## src/rtl/chario_pkg.sv

```systemverilog
package chario_pkg;
  // Three-state flag: clear, set, or clear with a set already queued.
  typedef enum logic [1:0] {
    FLG_CLEAR = 2'b00,
    FLG_SET   = 2'b01,
    FLG_DEFER = 2'b10
  } flag_st_t;

  localparam int unsigned CHAR_W_DEF = 8;
endpackage

```

## src/rtl/chario_flag.sv

```systemverilog
module chario_flag
  import chario_pkg::*;
#(
  parameter bit RST_SET = 1'b0
) (
  input  logic clk,
  input  logic rst_n,
  input  logic set_req,
  input  logic clr_req,
  output logic flag,
  output logic defer
);
  localparam flag_st_t RST_ST = RST_SET ? FLG_SET : FLG_CLEAR;

  flag_st_t st_q, st_d;

  always_comb begin
    st_d = st_q;
    unique case (st_q)
      FLG_CLEAR: if (set_req) st_d = FLG_SET;
      // A clear always wins; a set in the same cycle is queued one cycle.
      FLG_SET:   if (clr_req) st_d = set_req ? FLG_DEFER : FLG_CLEAR;
      FLG_DEFER: st_d = FLG_SET;
      default:   st_d = RST_ST;
    endcase
  end

  always_ff @(posedge clk) begin
    if (!rst_n) st_q <= RST_ST;
    else        st_q <= st_d;
  end

  assign flag  = (st_q == FLG_SET);
  assign defer = (st_q == FLG_DEFER);
endmodule

```

## src/rtl/chario_in_chan.sv

```systemverilog
module chario_in_chan #(
  parameter int unsigned W = 8
) (
  input  logic         clk,
  input  logic         rst_n,
  input  logic         kbd_valid,
  input  logic [W-1:0] kbd_data,
  output logic         kbd_ready,
  input  logic         cpu_rd,
  output logic [W-1:0] hold_q,
  output logic         in_flag
);
  logic         defer;
  logic [W-1:0] park_q;
  logic         take_now, take_park;

  chario_flag #(.RST_SET(1'b0)) u_flag (
    .clk     (clk),
    .rst_n   (rst_n),
    .set_req (kbd_valid),
    .clr_req (cpu_rd),
    .flag    (in_flag),
    .defer   (defer)
  );

  assign kbd_ready = ~in_flag & ~defer;
  assign take_now  = kbd_valid & kbd_ready;
  assign take_park = kbd_valid & in_flag & cpu_rd;

  always_ff @(posedge clk) begin
    if (!rst_n) begin
      hold_q <= '0;
      park_q <= '0;
    end else begin
      if (take_park) park_q <= kbd_data;
      if (defer)         hold_q <= park_q;
      else if (take_now) hold_q <= kbd_data;
    end
  end
endmodule

```

## src/rtl/chario_out_chan.sv

```systemverilog
module chario_out_chan #(
  parameter int unsigned W = 8
) (
  input  logic         clk,
  input  logic         rst_n,
  input  logic         cpu_wr,
  input  logic [W-1:0] cpu_wr_data,
  input  logic         prt_done,
  output logic         out_flag,
  output logic         prt_valid,
  output logic [W-1:0] prt_data
);
  logic defer;

  chario_flag #(.RST_SET(1'b1)) u_flag (
    .clk     (clk),
    .rst_n   (rst_n),
    .set_req (prt_done),
    .clr_req (cpu_wr),
    .flag    (out_flag),
    .defer   (defer)
  );

  assign prt_valid = ~out_flag;

  always_ff @(posedge clk) begin
    if (!rst_n)                prt_data <= '0;
    else if (cpu_wr && out_flag) prt_data <= cpu_wr_data;
  end
endmodule

```

## src/rtl/chario_port.sv

```systemverilog
module chario_port
  import chario_pkg::*;
#(
  parameter int unsigned CHAR_W = CHAR_W_DEF
) (
  input  logic              clk,
  input  logic              rst_n,
  input  logic              kbd_valid,
  input  logic [CHAR_W-1:0] kbd_data,
  output logic              kbd_ready,
  input  logic              cpu_rd,
  output logic [CHAR_W-1:0] cpu_rd_data,
  output logic              in_flag,
  input  logic              cpu_wr,
  input  logic [CHAR_W-1:0] cpu_wr_data,
  output logic              out_flag,
  output logic              prt_valid,
  output logic [CHAR_W-1:0] prt_data,
  input  logic              prt_done
);
  chario_in_chan #(.W(CHAR_W)) u_in (
    .clk       (clk),
    .rst_n     (rst_n),
    .kbd_valid (kbd_valid),
    .kbd_data  (kbd_data),
    .kbd_ready (kbd_ready),
    .cpu_rd    (cpu_rd),
    .hold_q    (cpu_rd_data),
    .in_flag   (in_flag)
  );

  chario_out_chan #(.W(CHAR_W)) u_out (
    .clk         (clk),
    .rst_n       (rst_n),
    .cpu_wr      (cpu_wr),
    .cpu_wr_data (cpu_wr_data),
    .prt_done    (prt_done),
    .out_flag    (out_flag),
    .prt_valid   (prt_valid),
    .prt_data    (prt_data)
  );
endmodule

```

## config.mk

```make
export PLATFORM = sky130hd
export DESIGN_NAME = chario_port
export DESIGN_NICKNAME = d
export VERILOG_FILES = /design/src/rtl/chario_pkg.sv /design/src/rtl/chario_flag.sv /design/src/rtl/chario_in_chan.sv /design/src/rtl/chario_out_chan.sv /design/src/rtl/chario_port.sv
export SDC_FILE = /design/constraint.sdc
export NUM_CORES = 1
export LEC_CHECK = 0
export BUFFER_PORTS_ARGS = -buffer_cell sky130_fd_sc_hd__buf_2
export CAP_MARGIN = 5
export CORE_MARGIN = 3
export CORE_UTILIZATION = 39
export DETAILED_ROUTE_END_ITERATION = 8
export GPL_TIMING_DRIVEN = 1
export HOLD_SLACK_MARGIN = 0.08
export PLACE_DENSITY = 0.69
export SLEW_MARGIN = 5
export SYNTH_ARGS = -nofsm -noshare
export SYNTH_HDL_FRONTEND = slang
export SYNTH_SLANG_ARGS = --single-unit
```

## constraint.sdc

```tcl
create_clock -name clk -period 4.4 [get_ports clk]
set_input_delay 0.88 -clock clk [delete_from_list [all_inputs] [get_ports clk]]
set_output_delay 0.88 -clock clk [all_outputs]
set_load 0.02 [all_outputs]
```

==> impl_metrics.py, run 1 <==
metrics = {
    "pwr": {
        "p_comb_frac": 0.227,
        "irDropWorstVdd_mv": 0.269,
        "powerDensity_nw_per_um2": 362,
        "swShare": 0.298,
        "seq_power_share": 0.569,
        "p_clk_frac": 0.204,
        "power_switching_mw": 0.148,
        "leakagePower_nw": 0.625,
        "intPower_mw": 0.349,
    },
    "die": {
        "num_io_pins": 42,
        "fp-row-count": 19,
        "die_height_um": 60.3,
        "start_util": 0.413,
        "die_x_um": 60.3,
        "dieArea_um2": 3640,
        "coreArea_um2": 2780,
    },
    "placed_design": {
        "numPortBuffers": 41,
        "dp_cells": 197,
        "dpl.hpwl_um": 1600,
        "gp_congestion": 0.820,
        "placed_area_um2": 1350,
        "pre_cts_ws_ns": 2.17,
    },
    "timing": {
        "tightest_slew_ns": 0.899,
        "fin_ws_ns": 2.19,
        "slew_violations": 0,
        "finalClockSkew_ns": 0.00322,
        "hold_violations": 0,
        "post-route-period-util": 0.503,
        "grt_setup_unrepaired": "false",
        "relSlewSlack": 0.399,
        "setup_viol": 0,
        "fmax_mhz": 452,
        "min_period_ns": 2.21,
        "hold_ws_ns": 0.457,
        "setup_tns_ns": 0,
    },
    "routing": {
        "dr.pass1.iters": 4,
        "vias": 989,
        "wl_um": 2180,
        "via_per_inst": 4.95,
        "ant_nets": 0,
        "drt_iter0_drc": 21,
        "wl_per_cell_um": 10.9,
        "drc": 0,
    },
    "critical_path": {
        "r2r-end": "u_in.hold_q[6]",
        "crit_start": "u_in.u_flag.st_q[0]",
        "critPathMaxFanout": 4,
        "cp.arrival_ns": 1.33,
        "startpoint_type": "flop",
        "ff2ff_setup_slack_ns": 2.43,
        "r2r_cells": 5,
        "cp-endpoint": "kbd_ready",
        "r2r_start": "u_in.u_flag.st_q[0]",
        "worst-setup-path-type": "flop to primary output",
        "end_kind": "primary output",
        "worstPathRequired_ns": 3.52,
    },
    "min_path": {
        "hp-class": "flop to flop",
    },
    "yosys": {
        "synth-seq-cells": 28,
        "synth_ff_type": "dfxtp_1",
        "synth-xor-area-share": 0,
        "synth_top_family_by_area": "simple AND/OR/NAND/NOR gates",
        "syn_area_um2": 1150,
        "synthAdderAreaFrac": 0.0435,
        "synth_cells": 135,
        "synth_nets": 161,
        "yosysWarningCount": 0,
        "synthSimpleGateAreaFrac": 0.181,
        "synth_compound_area_frac": 0.165,
        "avgSynthCellArea_um2": 8.52,
        "seq_area_frac_synth": 0.487,
        "ys_types": 19,
        "postSynth.asyncResetShare": 0,
        "synth_edf_count": 0,
        "synth_mux_area_frac": 0.0696,
    },
    "layout": {
        "drive_above_1_share": 0.260,
        "final_common_cell": "buf_2",
        "diodes": 0,
        "fillers": 273,
        "nNetsFinal": 197,
        "area_delta_synth_final_pct": 19.5,
        "fin_area_um2": 1370,
        "final_cells": 200,
        "layout_common_cells": "buf_2 (41), dfxtp_1 (28), nand2_1 (17), nand3_1 (17), o21ai_1 (15)",
    },
    "grt": {
        "grt_usage": 0.129,
        "overflow": 0,
        "grt_pass1_vias": 876,
        "grt_max_degree": 45,
        "antenna_found_initial": 0,
        "grt_first_pass_wirelength_um": 3650,
    },
    "cts": {
        "h-tree-depth": 1,
        "clkLatencyLatePin_ns": 0.32,
        "cts_tree": "done",
        "cts_resized": 0,
        "cts_hold_buf": 0,
        "clockBufferDepth": 2,
        "clock-sinks": 28,
        "clk_pin_slew_worst_paths_ns": 0.13,
        "cts-root-buf": "clkbuf_4",
        "cts_setup_buffers": 0,
        "cts_buffers": 3,
    },
    "status": {
        "outcome": "complete, no violations",
    },
    "flow_run": {
        "drv_cap": 0,
    },
}
## worst min-delay path by stage
stage,cells past startpoint,startpoint,endpoint,slack [ns]
after floorplan,1,u_out.u_flag.st_q[1],u_out.u_flag.st_q[0],0.43
after global placement,2,u_out.prt_data[5],u_out.prt_data[5],0.43
after detailed placement,2,u_out.prt_data[4],u_out.prt_data[4],0.44
after CTS,2,u_out.prt_data[3],u_out.prt_data[3],0.46
after global routing,2,u_in.park_q[6],u_in.park_q[6],0.48
final,2,u_out.prt_data[3],u_out.prt_data[3],0.46
## per-stage QoR
stage               power, mW   util
floorplan               0.367      -
global placement        0.399  0.486
detailed placement      0.403  0.486
CTS                     0.506  0.494
global route            0.529  0.494
finish                  0.497  0.494
## synth_stat cells (4+ instances only)
library cell  instances  area [um2]
ha_1                  4        50.1
dfxtp_1              28         561
o21ai_1              15        75.1
clkbuf_1              6        22.5
mux2i_1               8        80.1
nor2b_1               4        25.0
nand2_1              17        63.8
nand3_1              17        85.1
inv_1                 5        18.8
a21oi_1               8        40.0
buf_2                 4        20.0
o21ai_0              12        60.1
## area by class of cell
| type | count | area [um2] | area share |
|---|---|---|---|
| inverter | 5 | 18.8 | 0.0137 |
| clock buffer | 3 | 22.5 | 0.0164 |
| timing repair buffer | 41 | 205 | 0.149 |
| multi-input combinational | 92 | 528 | 0.384 |
| tap | 31 | 38.8 | 0.0282 |
| sequential | 28 | 561 | 0.408 |
## registers in the layout, summed over array words and instances (netlist names)
signal and flops:
u_out.u_flag.st_q 2, u_in.hold_q 8, u_out.prt_data 8, u_in.u_flag.st_q 2, u_in.park_q 8
## cells by family (layout without fill, tap and decap cells)
group	Yosys count	in the layout
flip-flops	28	28
AND/OR/NAND/NOR	43	43
AO/OA/AOI/OAI	37	37
adder cells (fa/ha/maj)	4	4
buffers and inverters	15	49
multiplexers	8	8
## critical path, cell delays in order, from the launching register on
cell	delay, ns
dfxtp_1	0.40
inv_1	0.09
ha_1	0.32
inv_1	0.06
buf_2	0.15
## routing by layer
metal,vias to the layer above,global-route usage,wire (um)
li1,531,-,-
met1,424,0.152,991
met2,34,0.225,976
met3,0,0.0497,207
met4,0,0.0222,0
met5,-,0,0
## power groups by stage
stage          logic (mW)  clock network (mW)  registers, mW
2_1_floorplan      0.0635                   0          0.304
3_3_place_gp        0.112                   0          0.287
3_5_place_dp        0.115                   0          0.288
4_1_cts             0.115               0.108          0.283
5_1_grt             0.126               0.117          0.285
6_report            0.113               0.101          0.283
(Power assumes the default switching activity.)
==> run 2: changes to the inputs <==
--- a/config.mk
+++ b/config.mk
@@ -12,7 +12,7 @@
 export DETAILED_ROUTE_END_ITERATION = 8
 export GPL_TIMING_DRIVEN = 1
 export HOLD_SLACK_MARGIN = 0.08
-export PLACE_DENSITY = 0.69
+export PLACE_DENSITY = 0.72
 export SLEW_MARGIN = 5
 export SYNTH_ARGS = -nofsm -noshare
 export SYNTH_HDL_FRONTEND = slang
==> constraint.sdc (replaced) <==
create_clock -name clk -period 1.9 [get_ports clk]
set_input_delay 0.38 -clock clk [delete_from_list [all_inputs] [get_ports clk]]
set_output_delay 0.38 -clock clk [all_outputs]
set_load 0.02 [all_outputs]
==> impl_metrics.py, run 2 (synthesized netlist as in run 1, its figures left out) <==
metrics = {
    "cts": {
        "cts_resized": 0,
        "cts_tree": "done",
        "cts-root-buf": "clkbuf_4",
        "clk_pin_slew_worst_paths_ns": 0.14,
        "clkLatencyLatePin_ns": 0.32,
        "clock-sinks": 28,
        "clockBufferDepth": 2,
        "cts_hold_buf": 0,
        "h-tree-depth": 1,
        "cts_buffers": 3,
        "cts_setup_buffers": 0,
    },
    "routing": {
        "vias": 1033,
        "wl_um": 2380,
        "via_per_inst": 5.11,
        "drt_iter0_drc": 36,
        "ant_nets": 0,
        "dr.pass1.iters": 4,
        "wl_per_cell_um": 11.8,
        "drc": 0,
    },
    "placed_design": {
        "placed_area_um2": 1360,
        "pre_cts_ws_ns": 0.335,
        "numPortBuffers": 41,
        "gp_congestion": 0.779,
        "dp_cells": 198,
        "dpl.hpwl_um": 1720,
    },
    "die": {
        "fp-row-count": 19,
        "start_util": 0.413,
        "coreArea_um2": 2780,
        "num_io_pins": 42,
        "die_height_um": 60.3,
        "die_x_um": 60.3,
        "dieArea_um2": 3640,
    },
    "layout": {
        "layout_common_cells": "buf_2 (41), dfxtp_1 (28), nand2_1 (17), nand3_1 (17), o21ai_1 (15)",
        "area_delta_synth_final_pct": 21.3,
        "fin_area_um2": 1400,
        "nNetsFinal": 198,
        "drive_above_1_share": 0.269,
        "diodes": 0,
        "final_cells": 202,
        "finish.utilization": 0.502,
        "final_common_cell": "buf_2",
        "top_regs": "u_in.hold_q (8), u_in.park_q (8), u_out.prt_data (8)",
    },
    "grt": {
        "grt_pass1_vias": 864,
        "antenna_found_initial": 0,
        "grt_max_degree": 45,
        "overflow": 0,
        "grt_first_pass_wirelength_um": 3730,
        "grt_usage": 0.135,
    },
    "critical_path": {
        "end_kind": "primary output",
        "cp.arrival_ns": 1.36,
        "worst-setup-path-type": "flop to primary output",
        "worstPathRequired_ns": 1.52,
        "r2r_start": "u_in.u_flag.st_q[0]",
        "crit_start": "u_in.u_flag.st_q[0]",
        "critPathMaxFanout": 4,
        "startpoint_type": "flop",
    },
    "min_path": {
        "hold_start": "cpu_wr_data[0]",
        "hp-class": "input port to flop",
    },
    "status": {
        "outcome": "complete, no violations",
    },
    "timing": {
        "slew_violations": 0,
        "finalClockSkew_ns": 0.00411,
        "setup_viol": 0,
        "tightest_slew_ns": 0.642,
        "min_period_ns": 1.74,
        "relSlewSlack": 0.572,
        "fin_ws_ns": 0.162,
        "hold_violations": 0,
        "fmax_mhz": 575,
        "hold_ws_ns": 0.267,
        "setup_tns_ns": 0,
        "post-route-period-util": 0.915,
        "grt_setup_unrepaired": "false",
    },
    "pwr": {
        "leakagePower_nw": 0.638,
        "powerDensity_nw_per_um2": 865,
        "irDropWorstVdd_mv": 0.781,
        "power_mw": 1.21,
    },
    "flow_run": {
        "drv_cap": 0,
    },
}
[run 2: cell type report]
| type | instances | area (um2) |
|---|---|---|
| Clock buffer | 4 | 36.3 |
| Inverter | 5 | 18.8 |
| Timing Repair Buffer | 42 | 213 |
| Fill cell | 266 | 1390 |
| Multi-Input combinational cell | 92 | 528 |
| Tap cell | 31 | 38.8 |
| Sequential cell | 28 | 561 |
[run 2: report_power, final]
part	total, mW	switching, mW	internal (mW)
Clock	0.283	0.165	0.117
Sequential	0.656	0.0242	0.632
Combinational	0.269	0.163	0.106
[run 2: worst paths after layout]
check / end / slack [ns] / depth (start not counted)
min: u_out.prt_data[0] / 0.27 / 3
min reg2reg: u_out.prt_data[6] / 0.46 / 2
max: kbd_ready / 0.16 / 4
max reg2reg: u_in.hold_q[7] / 0.34 / 6
[run 2: per-layer routing]
metal / up-vias / part of all wire / GRT usage
li1: 535 / - / -
met1: 457 / 0.44 / 0.176
met2: 39 / 0.46 / 0.210
met3: 2 / 0.093 / 0.0497
met4: 0 / 0.0038 / 0.0380
met5: - / 0 / 0
[run 2: worst max-delay path, cell delays in order, from the launching register on]
cell and delay [ns]:
dfxtp_1 0.41, inv_1 0.08, ha_1 0.32, inv_1 0.06, buf_2 0.15
